$ cat src/rtl/mp_pkg.sv
package mp_pkg;
  localparam int QW = 16;
  localparam int ONE_Q = 1 << (QW - 1);

  typedef enum logic [2:0] {
    S_LOAD, S_MAC, S_DRAIN, S_EXP_REQ, S_EXP_WAIT, S_DIV_START, S_DIV_WAIT
  } state_t;
endpackage

$ cat src/rtl/mp_weight_ram.sv
module mp_weight_ram #(
  parameter int DW = 16,
  parameter int DEPTH = 18,
  localparam int AW = (DEPTH > 1) ? $clog2(DEPTH) : 1
) (
  input  logic                 clk,
  input  logic                 we,
  input  logic [AW-1:0]        waddr,
  input  logic signed [DW-1:0] wdata,
  input  logic [AW-1:0]        raddr,
  output logic signed [DW-1:0] rdata
);
  logic signed [DW-1:0] mem [DEPTH];

  always_ff @(posedge clk) begin
    if (we) mem[waddr] <= wdata;
    rdata <= mem[raddr];
  end
endmodule

$ cat src/rtl/mp_mac.sv
module mp_mac #(
  parameter int FW = 16,
  parameter int WW = 16,
  parameter int ACCW = 36
) (
  input  logic                   clk,
  input  logic                   rst,
  input  logic                   clr,
  input  logic                   en,
  input  logic signed [FW-1:0]   a,
  input  logic signed [WW-1:0]   b,
  output logic signed [ACCW-1:0] acc
);
  logic signed [FW+WW-1:0] prod;
  assign prod = a * b;

  always_ff @(posedge clk) begin
    if (rst || clr) acc <= '0;
    else if (en)    acc <= acc + ACCW'(prod);
  end
endmodule

$ cat src/rtl/mp_div.sv
module mp_div #(
  parameter int NW = 39,
  parameter int DW = 26,
  localparam int CW = $clog2(NW + 1)
) (
  input  logic          clk,
  input  logic          rst,
  input  logic          start,
  input  logic [NW-1:0] num,
  input  logic [DW-1:0] den,
  output logic          done,
  output logic [NW-1:0] quo
);
  logic [DW-1:0] rem;
  logic [NW-1:0] nsh;
  logic [CW-1:0] cnt;
  logic          busy;
  logic [DW:0]   trial;
  logic          fits;

  always_comb begin
    trial = {rem, nsh[NW-1]};
    fits  = (trial >= {1'b0, den});
  end

  always_ff @(posedge clk) begin
    if (rst) begin
      rem <= '0; nsh <= '0; quo <= '0; cnt <= '0; busy <= 1'b0; done <= 1'b0;
    end else begin
      done <= 1'b0;
      if (start) begin
        rem  <= '0;
        nsh  <= num;
        quo  <= '0;
        cnt  <= CW'(NW);
        busy <= 1'b1;
      end else if (busy) begin
        rem <= fits ? DW'(trial - {1'b0, den}) : trial[DW-1:0];
        quo <= {quo[NW-2:0], fits};
        nsh <= {nsh[NW-2:0], 1'b0};
        cnt <= cnt - 1'b1;
        if (cnt == CW'(1)) begin
          busy <= 1'b0;
          done <= 1'b1;
        end
      end
    end
  end
endmodule

$ cat src/rtl/mixture_posterior.sv
module mixture_posterior #(
  parameter int C = 2,
  parameter int M = 2,
  parameter int H = 6,
  parameter int FW = 16,
  parameter int WW = 16,
  parameter int FRAC = 8,
  parameter int EAW = 16,
  parameter int EVW = 24,
  localparam int K = C * M,
  localparam int KW = $clog2(K),
  localparam int HW = $clog2(H),
  localparam int DEPTH = (K - 1) * H,
  localparam int AW = (DEPTH > 1) ? $clog2(DEPTH) : 1,
  localparam int QW = mp_pkg::QW
) (
  input  logic              clk,
  input  logic              rst,
  input  logic              wr_en,
  input  logic [KW-1:0]     wr_comp,
  input  logic [HW-1:0]     wr_idx,
  input  logic [WW-1:0]     wr_data,
  input  logic              feat_vld,
  input  logic [FW-1:0]     feat_data,
  output logic              exp_req,
  output logic [EAW-1:0]    exp_arg,
  input  logic              exp_vld,
  input  logic [EVW-1:0]    exp_res,
  output logic              done,
  output logic [C*QW-1:0]   cls_out
);
  import mp_pkg::*;

  localparam int ACCW = FW + WW + HW + 1;
  localparam int TW = EVW + KW;
  localparam int NW = EVW + QW - 1;
  localparam longint AMAX = (64'sd1 <<< (EAW - 1)) - 1;
  localparam longint AMIN = -(64'sd1 <<< (EAW - 1));

  state_t st;
  logic [HW-1:0] h_cnt, rd_h;
  logic [KW-1:0] comp;
  logic          rd_v;
  logic signed [FW-1:0] fbuf [H];
  logic [EVW-1:0] expv [K];
  logic [TW-1:0]  total;
  logic [QW-1:0]  cls_acc [C];

  // weight store: reference component has no entries
  logic          ram_we;
  logic [AW-1:0] ram_waddr, ram_raddr;
  logic signed [WW-1:0] ram_rdata;

  assign ram_we    = wr_en && (int'(wr_comp) != K - 1) && (int'(wr_idx) < H);
  assign ram_waddr = AW'(int'(wr_comp) * H + int'(wr_idx));
  assign ram_raddr = AW'(int'(comp) * H + int'(h_cnt));

  mp_weight_ram #(.DW(WW), .DEPTH(DEPTH)) u_ram (
    .clk(clk), .we(ram_we), .waddr(ram_waddr), .wdata(signed'(wr_data)),
    .raddr(ram_raddr), .rdata(ram_rdata)
  );

  // multiply-accumulate over the features of one component
  logic load_last, mac_clr;
  logic signed [ACCW-1:0] acc, shifted;
  assign load_last = (st == S_LOAD) && feat_vld && (int'(h_cnt) == H - 1);
  assign mac_clr   = load_last || ((st == S_EXP_WAIT) && exp_vld);

  mp_mac #(.FW(FW), .WW(WW), .ACCW(ACCW)) u_mac (
    .clk(clk), .rst(rst), .clr(mac_clr), .en(rd_v),
    .a(fbuf[rd_h]), .b(ram_rdata), .acc(acc)
  );

  // argument scaling by shift, then clipping to the argument range
  logic [EAW-1:0] arg_next;
  always_comb begin
    shifted = acc >>> FRAC;
    if (int'(comp) == K - 1)         arg_next = '0;
    else if (longint'(shifted) > AMAX) arg_next = EAW'(AMAX);
    else if (longint'(shifted) < AMIN) arg_next = EAW'(AMIN);
    else                              arg_next = EAW'(shifted);
  end

  // normalisation divider
  logic          div_start, div_done;
  logic [NW-1:0] div_num, div_quo;
  assign div_start = (st == S_DIV_START);
  assign div_num   = {expv[comp], {(QW-1){1'b0}}};

  mp_div #(.NW(NW), .DW(TW)) u_div (
    .clk(clk), .rst(rst), .start(div_start), .num(div_num), .den(total),
    .done(div_done), .quo(div_quo)
  );

  // saturating class accumulation
  logic [QW-1:0] q_sat, cls_new;
  logic [QW:0]   cls_sum;
  int            ci;
  always_comb begin
    ci      = int'(comp) / M;
    q_sat   = (div_quo > NW'(ONE_Q)) ? QW'(ONE_Q) : div_quo[QW-1:0];
    cls_sum = {1'b0, cls_acc[ci]} + {1'b0, q_sat};
    cls_new = (cls_sum > (QW+1)'(ONE_Q)) ? QW'(ONE_Q) : cls_sum[QW-1:0];
  end

  always_ff @(posedge clk) begin
    if (rst) begin
      st      <= S_LOAD;
      h_cnt   <= '0;
      rd_h    <= '0;
      rd_v    <= 1'b0;
      comp    <= '0;
      total   <= '0;
      exp_req <= 1'b0;
      exp_arg <= '0;
      done    <= 1'b0;
      cls_out <= '0;
      for (int c = 0; c < C; c++) cls_acc[c] <= '0;
    end else begin
      exp_req <= 1'b0;
      done    <= 1'b0;
      rd_v    <= (st == S_MAC);
      rd_h    <= h_cnt;
      unique case (st)
        S_LOAD: if (feat_vld) begin
          fbuf[h_cnt] <= signed'(feat_data);
          if (load_last) begin
            h_cnt <= '0;
            comp  <= '0;
            total <= '0;
            for (int c = 0; c < C; c++) cls_acc[c] <= '0;
            st    <= (K == 1) ? S_EXP_REQ : S_MAC;
          end else begin
            h_cnt <= h_cnt + 1'b1;
          end
        end
        S_MAC: begin
          if (int'(h_cnt) == H - 1) begin
            h_cnt <= '0;
            st    <= S_DRAIN;
          end else begin
            h_cnt <= h_cnt + 1'b1;
          end
        end
        S_DRAIN: st <= S_EXP_REQ;
        S_EXP_REQ: begin
          exp_req <= 1'b1;
          exp_arg <= arg_next;
          st      <= S_EXP_WAIT;
        end
        S_EXP_WAIT: if (exp_vld) begin
          expv[comp] <= exp_res;
          total      <= total + TW'(exp_res);
          if (int'(comp) == K - 1) begin
            comp <= '0;
            st   <= S_DIV_START;
          end else begin
            comp <= comp + 1'b1;
            st   <= (int'(comp) + 1 == K - 1) ? S_EXP_REQ : S_MAC;
          end
        end
        S_DIV_START: st <= S_DIV_WAIT;
        S_DIV_WAIT: if (div_done) begin
          cls_acc[ci] <= cls_new;
          if (int'(comp) == K - 1) begin
            for (int c = 0; c < C; c++)
              cls_out[c*QW +: QW] <= (c == ci) ? cls_new : cls_acc[c];
            done  <= 1'b1;
            comp  <= '0;
            h_cnt <= '0;
            st    <= S_LOAD;
          end else begin
            comp <= comp + 1'b1;
            st   <= S_DIV_START;
          end
        end
        default: st <= S_LOAD;
      endcase
    end
  end
endmodule

$ cat config.mk
export PLATFORM = sky130hd
export DESIGN_NAME = mixture_posterior
export DESIGN_NICKNAME = d
export VERILOG_FILES = /design/src/rtl/mp_pkg.sv /design/src/rtl/mp_weight_ram.sv /design/src/rtl/mp_mac.sv /design/src/rtl/mp_div.sv /design/src/rtl/mixture_posterior.sv
export SDC_FILE = /design/constraint.sdc
export NUM_CORES = 2
export LEC_CHECK = 0
export BUFFER_PORTS_ARGS = -buffer_cell sky130_fd_sc_hd__buf_2
export CORE_ASPECT_RATIO = 1.4
export CORE_MARGIN = 3
export CORE_UTILIZATION = 57
export CTS_CLUSTER_SIZE = 12
export DETAILED_ROUTE_END_ITERATION = 8
export PLACE_DENSITY = 0.82
export SLEW_MARGIN = 30
export SYNTH_ARGS = -nofsm -noshare
export SYNTH_HDL_FRONTEND = slang
export SYNTH_SLANG_ARGS = --single-unit
$ cat constraint.sdc
create_clock -name clk -period 7.26 [get_ports clk]
set_clock_uncertainty 0.15 [all_clocks]
set_input_delay 1.089 -clock clk [delete_from_list [all_inputs] [get_ports clk]]
set_output_delay 1.089 -clock clk [all_outputs]
set_load 0.01 [all_outputs]
==> flow_summary.ini <==
[outcome]
outcome = finished, violations left
violations = negative setup slack

[cts]
clockRootBuffer = clkbuf_16
tritoncts = done
clk_pin_slew_ns = 0.06
cts_max_path_buffers = 3
insertion_delay_ns = 0.65
holdBufCountCts = 0
numCtsBuffers = 78
cts.sinks = 751
cts_max_level = 3

[global_route]
grt-ovfl-total = 0
first_global_vias = 31500
grt_max_degree = 80
grt_pass1_wl_um = 169000
antenna_found_initial = 6
grt_use_total_pct = 27.3

[sta]
tightest_slew_ns = 1.06
hold_violations = 0
worst_slack_ns = -0.0821
fin_crit_ns = 7.34
setup_tns_ns = -0.146
rsz0062_at_grt = true
finalSetupViolCount = 3
fin_worst_hold_slack_ns = 0.298
maxSlewViolCount = 0
relSlewSlack_pct = 29.0
finalCritPeriodShare_pct = 101
fmax_ghz = 0.136

[synth]
yosysTopAreaCellShare_pct = 35.4
ys_seq_area_share_pct = 46.5
synth_top_family_by_area = adder cells
synth_cell_types = 70
yosys.area_share.xor_xnor_pct = 1.86
synth_mux_area_share_pct = 9.76
syn-num-nets = 4118
synthCells = 3545
ys.flop_type = edfxtp_1
ys_warn_count = 0
netlist_area_sq_um = 43400
ys_ff_latch = 751
synth_common_cells = 512 x edfxtp_1, 419 x inv_1, 319 x fa_1
avgSynthCellArea_sq_um = 12.2
synth_edf_count = 512
synth.area.top_cells = edfxtp_1 35%, fa_1 15%, dfxtp_1 11%, mux4_2 6.2%, ha_1 5.4%
synth-simple-area-share_pct = 9.42
synth-compound-area-share_pct = 7.41
yosysTopAreaCell = edfxtp_1
synth_most_common_cell = edfxtp_1
async_reset_ff_share_pct = 0
synth_adder_area_share_pct = 20.1

[setup_path]
arrival_ns = 7.68
path_class = flip-flop to flip-flop
startpoint_type = flip-flop
required_ns = 7.60
crit_slowest_cell = fa_2
max_stage_delay_ns = 0.60
end_kind = flip-flop
critPathMaxFanout = 7
cpMostUsedCell = fa_1
r2r_cells = 30

[route]
drc = 0
drtAntennaViolNets = 0
vias = 29200
drtIter0Drc = 2288
wire_per_inst_um = 22.3
viasPerCell = 6.05
drt-total-wl_um = 108000
drt-pass1-iter-count = 5

[floorplanning]
die_h_um = 332
rows = 119
initial_utilization_pct = 57.6
io_pins = 116
die_x_um = 239
core_area_sq_um = 75300
die_area_sq_um = 79500

[placed_design]
dp_hpwl_um = 73600
gp_congestion = 0.923
pre_cts_slack_ns = -0.270
port-buffer-count = 115
place_area_sq_um = 46100

[worst_hold_path]
min_path_type = flip-flop to flip-flop
min_path_cells = 2

[flow_run]
drv_cap = 0

[finish]
syn_to_final_growth_pct = 14.2
fill_cells = 5175
finalInstanceArea_sq_um = 49600
nets = 4375
drive_gt1_share_pct = 18.9
-- layer usage --
metal,global-route usage [%],wire length [um]
met5,0,36
met4,15.1,6420
met3,5.17,7700
met2,48.9,56900
met1,30.5,37000
-- layout make-up --
class	count	area [sq um]	share of cell area (%)
inverters	420	1580	3.19
repair buffers	324	2400	4.84
well taps	968	1210	2.44
flip-flops and latches	751	20200	40.7
clock inverters	17	216	0.437
clock buffers	123	2190	4.42
multi-input cells	2227	21800	43.9
diodes	6	15.0	0.0303
-- registers in the layout, summed over array words and instances (netlist names), named ones only --
register,cells
u_div.quo,39
u_ram.mem,288
fbuf,96
st,3
u_div.done,1
cls_out,32
expv,96
u_div.busy,1
u_div.nsh,24
done,1
cls_acc,32
u_div.rem,26
u_div.cnt,6
exp_arg,16
comp,2
total,26
h_cnt,3
u_ram.rdata,16
rd_v,1
u_mac.acc,36
exp_req,1
-- timing repair --
action,CTS,global route
hold endpoints to repair,0,0
endpoints found under the setup margin,10,14
resized for setup,97,93
setup buffers,23,17
gates cloned,3,0
pin swaps,95,77
-- placed cells by master (no fill, tap or decap), types with 35 or more instances in the layout --
| cell type | n |
|---|---|
| and2_1 | 90 |
| ha_1 | 171 |
| dfxtp_1 | 233 |
| nand2_1 | 216 |
| buf_4 | 176 |
| clkbuf_1 | 39 |
| a21oi_1 | 116 |
| edfxtp_1 | 512 |
| nor3_1 | 40 |
| a211oi_1 | 54 |
| fa_1 | 300 |
| nor2b_1 | 58 |
| buf_2 | 114 |
| nor2_1 | 266 |
| mux2i_1 | 133 |
| o21ai_0 | 82 |
| inv_1 | 398 |
| mux4_2 | 120 |
| clkbuf_16 | 79 |
| a21o_1 | 35 |
| xnor2_1 | 61 |
-- path summary, 6_finish.rpt --
kind,start,end,slack (ns)
setup / recovery,flip-flop,u_mac.acc[32],-0.08
hold / removal,exp_arg[1],exp_arg[1],0.30
setup reg to reg,flip-flop,u_mac.acc[32],-0.08
hold reg to reg,exp_arg[1],exp_arg[1],0.30
-- per-stage QoR --
step,util (%),cells
global route,65.8,4830
floorplan,-,3545
CTS,65.2,4813
finish,65.8,4836
detailed placement,61.1,4651
global placement,61.1,4651
-- critical path: cells and delay by family (launching register included) --
| kind | cells | cell delay (ns) |
|---|---|---|
| buf+inv | 8 | 0.77 |
| compound gates | 7 | 1.33 |
| mux | 2 | 0.63 |
| fa+ha+maj | 7 | 3.38 |
| simple gates | 5 | 0.49 |
| xor+xnor | 1 | 0.05 |
| flops | 1 | 0.37 |
-- cells by family (layout without fill, tap and decap cells) --
logic type | after synthesis | count (layout)
xor+xnor | 92 | 92
compound gates | 499 | 499
simple gates | 858 | 858
buf+inv | 567 | 884
fa+ha+maj | 507 | 507
flops | 751 | 751
mux | 271 | 271
other cells | 0 | 6
Power is left out: the tool's default activity adds up to more than one toggle a clock period on the data nets, which glitch-free logic cannot reach.
